$ cat src/rtl/rwin_pkg.sv
package rwin_pkg;
  localparam int RW_NGLOB  = 10;
  localparam int RW_NLOC   = 10;
  localparam int RW_NCOM   = 6;
  localparam int RW_NWIN   = 4;
  localparam int RW_DATA_W = 32;

  typedef enum logic [2:0] {
    WM_HOLD,
    WM_CALL,
    WM_RET,
    WM_OVF,
    WM_UNF
  } wmove_e;
endpackage

$ cat src/rtl/rwin_xlate.sv
module rwin_xlate #(
  parameter int NGLOB  = 10,
  parameter int NLOC   = 10,
  parameter int NCOM   = 6,
  parameter int NWIN   = 4,
  parameter int LREG_W = 5,
  parameter int PHYS_W = 7,
  parameter int CWP_W  = 2
) (
  input  logic [CWP_W-1:0]  cwp,
  input  logic [LREG_W-1:0] lreg,
  output logic [PHYS_W-1:0] phys
);
  localparam int STRIDE   = NLOC + NCOM;
  localparam int OUT_BASE = NGLOB + NCOM + NLOC;

  // Incoming set and locals are contiguous inside a window's slice;
  // the outgoing set is the incoming set of the following window.
  function automatic logic [PHYS_W-1:0] f_phys(input logic [CWP_W-1:0] w,
                                               input logic [LREG_W-1:0] r);
    int ri;
    int wi;
    int nx;
    int p;
    ri = int'(r);
    wi = int'(w);
    nx = (wi + 1) % NWIN;
    if (ri < NGLOB)
      p = ri;
    else if (ri < OUT_BASE)
      p = NGLOB + wi * STRIDE + (ri - NGLOB);
    else
      p = NGLOB + nx * STRIDE + (ri - OUT_BASE);
    return p[PHYS_W-1:0];
  endfunction

  assign phys = f_phys(cwp, lreg);
endmodule

$ cat src/rtl/rwin_ctrl.sv
module rwin_ctrl
  import rwin_pkg::*;
#(
  parameter int NWIN  = 4,
  parameter int CWP_W = 2
) (
  input  logic             clk,
  input  logic             rst_n,
  input  logic             call_i,
  input  logic             ret_i,
  output wmove_e           win_move,
  output logic [CWP_W-1:0] cwp_q,
  output logic [CWP_W-1:0] depth_q,
  output logic             ovf_q,
  output logic             unf_q
);
  localparam logic [CWP_W-1:0] TOP = CWP_W'(NWIN - 1);

  function automatic logic [CWP_W-1:0] f_inc(input logic [CWP_W-1:0] v);
    return (v == TOP) ? '0 : v + 1'b1;
  endfunction

  function automatic logic [CWP_W-1:0] f_dec(input logic [CWP_W-1:0] v);
    return (v == '0) ? TOP : v - 1'b1;
  endfunction

  always_comb begin
    case ({call_i, ret_i})
      2'b10:   win_move = (depth_q == TOP) ? WM_OVF : WM_CALL;
      2'b01:   win_move = (depth_q == '0)  ? WM_UNF : WM_RET;
      default: win_move = WM_HOLD;
    endcase
  end

  always_ff @(posedge clk or negedge rst_n) begin
    if (!rst_n) begin
      cwp_q   <= '0;
      depth_q <= '0;
      ovf_q   <= 1'b0;
      unf_q   <= 1'b0;
    end else begin
      ovf_q <= (win_move == WM_OVF);
      unf_q <= (win_move == WM_UNF);
      case (win_move)
        WM_CALL: begin
          cwp_q   <= f_inc(cwp_q);
          depth_q <= depth_q + 1'b1;
        end
        WM_RET: begin
          cwp_q   <= f_dec(cwp_q);
          depth_q <= depth_q - 1'b1;
        end
        default: ;
      endcase
    end
  end
endmodule

$ cat src/rtl/rwin_store.sv
module rwin_store #(
  parameter int NPHYS  = 74,
  parameter int PHYS_W = 7,
  parameter int DATA_W = 32
) (
  input  logic              clk,
  input  logic              rst_n,
  input  logic              wr_en,
  input  logic [PHYS_W-1:0] wr_idx,
  input  logic [DATA_W-1:0] wr_data,
  input  logic [PHYS_W-1:0] rd_a_idx,
  input  logic [PHYS_W-1:0] rd_b_idx,
  output logic [DATA_W-1:0] rd_a_data,
  output logic [DATA_W-1:0] rd_b_data
);
  logic [DATA_W-1:0] regs [NPHYS];

  for (genvar g = 0; g < NPHYS; g++) begin : g_reg
    always_ff @(posedge clk or negedge rst_n) begin
      if (!rst_n)
        regs[g] <= '0;
      else if (wr_en && (wr_idx == PHYS_W'(g)))
        regs[g] <= wr_data;
    end
  end

  assign rd_a_data = (int'(rd_a_idx) < NPHYS) ? regs[rd_a_idx] : '0;
  assign rd_b_data = (int'(rd_b_idx) < NPHYS) ? regs[rd_b_idx] : '0;
endmodule

$ cat src/rtl/rwin_file.sv
module rwin_file
  import rwin_pkg::*;
#(
  parameter int NGLOB  = RW_NGLOB,
  parameter int NLOC   = RW_NLOC,
  parameter int NCOM   = RW_NCOM,
  parameter int NWIN   = RW_NWIN,
  parameter int DATA_W = RW_DATA_W,
  localparam int NPHYS  = (NLOC + NCOM) * NWIN + NGLOB,
  localparam int NLREG  = NLOC + 2 * NCOM + NGLOB,
  localparam int LREG_W = $clog2(NLREG),
  localparam int PHYS_W = $clog2(NPHYS),
  localparam int CWP_W  = $clog2(NWIN)
) (
  input  logic              clk,
  input  logic              rst_n,
  input  logic              call_i,
  input  logic              ret_i,
  input  logic [LREG_W-1:0] rd_a_addr,
  output logic [DATA_W-1:0] rd_a_data,
  input  logic [LREG_W-1:0] rd_b_addr,
  output logic [DATA_W-1:0] rd_b_data,
  input  logic              wr_en,
  input  logic [LREG_W-1:0] wr_addr,
  input  logic [DATA_W-1:0] wr_data,
  output logic [CWP_W-1:0]  cwp_o,
  output logic [CWP_W-1:0]  depth_o,
  output logic              ovf_o,
  output logic              unf_o
);
  wmove_e            win_move;
  logic [CWP_W-1:0]  cwp_q;
  logic [CWP_W-1:0]  depth_q;
  logic              ovf_q;
  logic              unf_q;
  logic [PHYS_W-1:0] rd_a_phys;
  logic [PHYS_W-1:0] rd_b_phys;
  logic [PHYS_W-1:0] wr_phys;

  rwin_ctrl #(.NWIN(NWIN), .CWP_W(CWP_W)) u_ctrl (
    .clk(clk), .rst_n(rst_n), .call_i(call_i), .ret_i(ret_i),
    .win_move(win_move), .cwp_q(cwp_q), .depth_q(depth_q),
    .ovf_q(ovf_q), .unf_q(unf_q)
  );

  rwin_xlate #(.NGLOB(NGLOB), .NLOC(NLOC), .NCOM(NCOM), .NWIN(NWIN),
               .LREG_W(LREG_W), .PHYS_W(PHYS_W), .CWP_W(CWP_W)) u_xl_a (
    .cwp(cwp_q), .lreg(rd_a_addr), .phys(rd_a_phys)
  );

  rwin_xlate #(.NGLOB(NGLOB), .NLOC(NLOC), .NCOM(NCOM), .NWIN(NWIN),
               .LREG_W(LREG_W), .PHYS_W(PHYS_W), .CWP_W(CWP_W)) u_xl_b (
    .cwp(cwp_q), .lreg(rd_b_addr), .phys(rd_b_phys)
  );

  // Write side uses the pointer held before the edge.
  rwin_xlate #(.NGLOB(NGLOB), .NLOC(NLOC), .NCOM(NCOM), .NWIN(NWIN),
               .LREG_W(LREG_W), .PHYS_W(PHYS_W), .CWP_W(CWP_W)) u_xl_w (
    .cwp(cwp_q), .lreg(wr_addr), .phys(wr_phys)
  );

  rwin_store #(.NPHYS(NPHYS), .PHYS_W(PHYS_W), .DATA_W(DATA_W)) u_store (
    .clk(clk), .rst_n(rst_n), .wr_en(wr_en), .wr_idx(wr_phys),
    .wr_data(wr_data), .rd_a_idx(rd_a_phys), .rd_b_idx(rd_b_phys),
    .rd_a_data(rd_a_data), .rd_b_data(rd_b_data)
  );

  assign cwp_o   = cwp_q;
  assign depth_o = depth_q;
  assign ovf_o   = ovf_q;
  assign unf_o   = unf_q;
endmodule

$ cat config.mk
export PLATFORM = sky130hd
export DESIGN_NAME = rwin_file
export DESIGN_NICKNAME = d
export VERILOG_FILES = /design/src/rtl/rwin_pkg.sv /design/src/rtl/rwin_xlate.sv /design/src/rtl/rwin_ctrl.sv /design/src/rtl/rwin_store.sv /design/src/rtl/rwin_file.sv
export SDC_FILE = /design/constraint.sdc
export NUM_CORES = 2
export LEC_CHECK = 0
export BUFFER_PORTS_ARGS = -buffer_cell sky130_fd_sc_hd__buf_2
export CAP_MARGIN = 20
export CORE_MARGIN = 10
export CORE_UTILIZATION = 50
export CTS_CLUSTER_SIZE = 20
export DETAILED_ROUTE_END_ITERATION = 7
export GPL_TIMING_DRIVEN = 0
export PLACE_DENSITY = 0.65
export RECOVER_POWER = 25
export SYNTH_ARGS = -nofsm -noshare
export SYNTH_HDL_FRONTEND = slang
export SYNTH_SLANG_ARGS = --single-unit
$ cat constraint.sdc
create_clock -name clk -period 7.3 [get_ports clk]
set_input_delay 0.73 -clock clk [delete_from_list [all_inputs] [get_ports clk]]
set_output_delay 0.73 -clock clk [all_outputs]
set_load 0.02 [all_outputs]
==> impl_results.md <==
- Maxcap violations: 4
- Worst hold path endpoint: u_ctrl.unf_q
- Min-Delay Path Depth: 3
- # clock sinks: 2,374
- Most common cell after layout, fill and taps aside: dfrtp_1
- Initial Util: 50.2%
- Top FF cell, synth: dfrtp_1
- Worst VDD drop: 0.000327 V
- Multi-input gate area: 66,500 µm²
- Post-route ant nets: 0
- Cell Rows: 187
- Seq/Total Area, Yosys: 45.5%
- Synth Area per Inst: 14.3 µm²
- Final min period: 7930 ps
- Post-route cell area: 150,000 µm²
- CP Max Fanout: 11
- Maximum clock path buffer count: 4
- Critical path startpoint category: primary input
- Status: complete, but fails checks
- Initial antenna violation count: 154
- # fillers: 20,800
- DP HPWL: 536,000 µm
- Slew Limit Fails: 592
- Final Hold Viols: 0
- WHS: 214 ps
- DR WL/cell: 52.4 µm
- Unrepaired setup endpoints after global routing: true
- Total GRT Usage: 49.1%
- Post-placement cell count: 12,800
- Commonest cells after routing, fill and taps aside: dfrtp_1 (2,374), mux2_2 (2,025), mux4_2 (1,156)
- R2r setup slk: 1390 ps
- Area leader, netlist: dfrtp_1
- CTS H-tree lvls: 5
- Worst-Skew Late Latency: 960 ps
- Failing checks: DRC, capacitance limit, slew limit, setup timing
- Core area: 260,000 µm²
- Vias in the first global route: 97,400
- CTS root buf: clkbuf_16
- Sequential cell area: 59,400 µm²
- Final Skew: 25.7 ps
- Mapped Nets: 9,186
- Synth unique cells: 80
- Largest net degree at the start of global routing: 182
- R2r startpoint: u_ctrl.cwp_q[0]
- Rel. slew slack: -207%
- Num ports: 122
- GPL Wtd Cong: 1.17
- Die width: 531 µm
- Worst EP arrival: 7200 ps
- Hold Crit Class: in2reg
- Share of cells above drive strength 1: 46.8%
- Fmax: 126 MHz
- Hold Crit Start: ret_i
- CTS Buf Count: 280
- Synth top area share: 45.5%
- Cell Area, Placed: 139,000 µm²
- Die area: 282,000 µm²
- Area Overhead vs Synth: 14.7%
- PD cells: 390 nW/µm²
- # port buffers: 81
- Least-Margin Pin Slew: 4600 ps
- DR vias: 103,000
- Drt total wl: 706,000 µm
- Setup Viol. Count Final: 56
- Nets@finish: 9,767
- Setup CP Type: in2out
- Drt first pass iters: 7
- FF+latch count, synth: 2,374
- Critical path required time: 6570 ps
- FF-to-FF End: u_store.regs[307]
- Final worst slack: -630 ps
- Post-synthesis cell area: 130,000 µm²
- DRC: 1
- Instance count of the mapped netlist: 9,113
- Async set-or-reset flop fraction in the synthesized netlist: 100%
- First-pass GRT wire length: 916,000 µm
- Starting DRC count in detailed routing: 18,300
- Number of flops mapped to enable cells by yosys: 0
- Via density: 7.64
- Final period utilization: 109%
- CTS tree: built
- Die height: 531 µm
- Yosys warning total: 0
- GRT overflow: 0
- Reg2reg path depth: 14
- Crit end category: output pin
- Fin cells: 13,500
- Clock transition at the registers of the reported paths: 60 ps
- Top cells by area, synth: dfrtp_1 (46%), mux4_2 (20%), mux2_2 (17%)
- P_leak: 0.0664 µW
==> routing by layer <==
layer | vias up | track usage, % | wire length (µm)
met2 | 9714 | 64.5 | 278000
met5 | - | 1.77 | 750
met4 | 50 | 46.7 | 85100
met1 | 53500 | 54.8 | 231000
met3 | 3250 | 28.2 | 111000
li1 | 36300 | - | -
==> Yosys cell counts (68+ instances only) <==
cell / instances
a21oi_1: 69
a22oi_1: 74
buf_1: 97
buf_2: 246
clkbuf_1: 576
dfrtp_1: 2374
mux2_1: 324
mux2_2: 2025
mux2i_1: 87
mux4_2: 1156
nand2_1: 723
nand3_1: 297
o21ai_0: 68
==> stage by stage <==
step | util [%] | setup TNS (ps) | power [µW] | setup WS, ps
after global placement | 52.0 | - | 40600 | -48320
final | 57.6 | -17320 | 58400 | -630
after detailed placement | 53.5 | -34480 | 41800 | -1030
after CTS | 57.3 | 0 | 56700 | 8.24
after global routing | 57.5 | -481 | 59200 | -168
after floorplan | - | 0 | 33100 | 2490
==> state kept, by name, summed over array words and instances (netlist names) <==
signal and cells:
u_store.regs 2368, u_ctrl.cwp_q 2, u_ctrl.depth_q 2, u_ctrl.ovf_q 1, u_ctrl.unf_q 1
==> layout make-up <==
class | instances | area share, %
multi-input cells | 5693 | 44.5
flip-flops and latches | 2374 | 39.7
clock buffers | 409 | 5.65
plain buffers | 1024 | 3.32
repair buffers | 302 | 2.92
well taps | 3402 | 2.85
clock inverters | 81 | 0.736
diodes | 158 | 0.264
inverters | 19 | 0.0477
==> power breakdown <==
part	total (µW)	internal (µW)	switching [µW]
clock network	15000	8870	6150
registers	22200	18100	4050
logic	21200	9690	11500
total	58400	36700	21700
==> worst max-delay path, stage by stage <==
cell and delay, ps:
buf_2 430, inv_1 160, clkbuf_2 610, ha_2 620, o21ba_2 200, a21oi_1 810, buf_2 490, buf_2 710
nand2_1 110, a311oi_1 650, a211oi_1 110, a2111oi_1 710, o32a_1 550, buf_2 260
==> repair_timing <==
item | CTS | global route
hold buffers | 1 | 0
endpoints found under the hold margin | 56 | 0
resized for setup | 57 | 43
setup buffers | 0 | 0
endpoints found under the setup margin | 58 | 43
==> how the worst max path moves through the flow <==
stage	start	end	slack, ps	depth (start not counted)
final	rd_b_addr[1]	rd_b_data[19]	-630	14
after global routing	rd_b_addr[1]	rd_b_data[1]	-170	17
after global placement	rst_n	u_store.regs[1379]	-48320	1
after detailed placement	rd_b_addr[1]	rd_b_data[18]	-1030	16
after CTS	rd_b_addr[1]	rd_b_data[19]	8	14
after floorplan	rd_a_addr[1]	rd_a_data[24]	2490	16
==> kinds of logic (layout without fill, tap and decap cells) <==
group | after synthesis | in the layout | synth area share, %
muxes | 3653 | 3653 | 41.6
and+or+nand+nor | 1368 | 1368 | 5.19
DFF | 2374 | 2374 | 45.5
adders and majority gates | 21 | 21 | 0.201
buffers and inverters | 1046 | 1835 | 3.67
xor gates and xnor gates | 16 | 16 | 0.122
other | 0 | 158 | 0
AOI/OAI and AO/OA | 635 | 635 | 3.66
(Power assumes the default switching activity.)
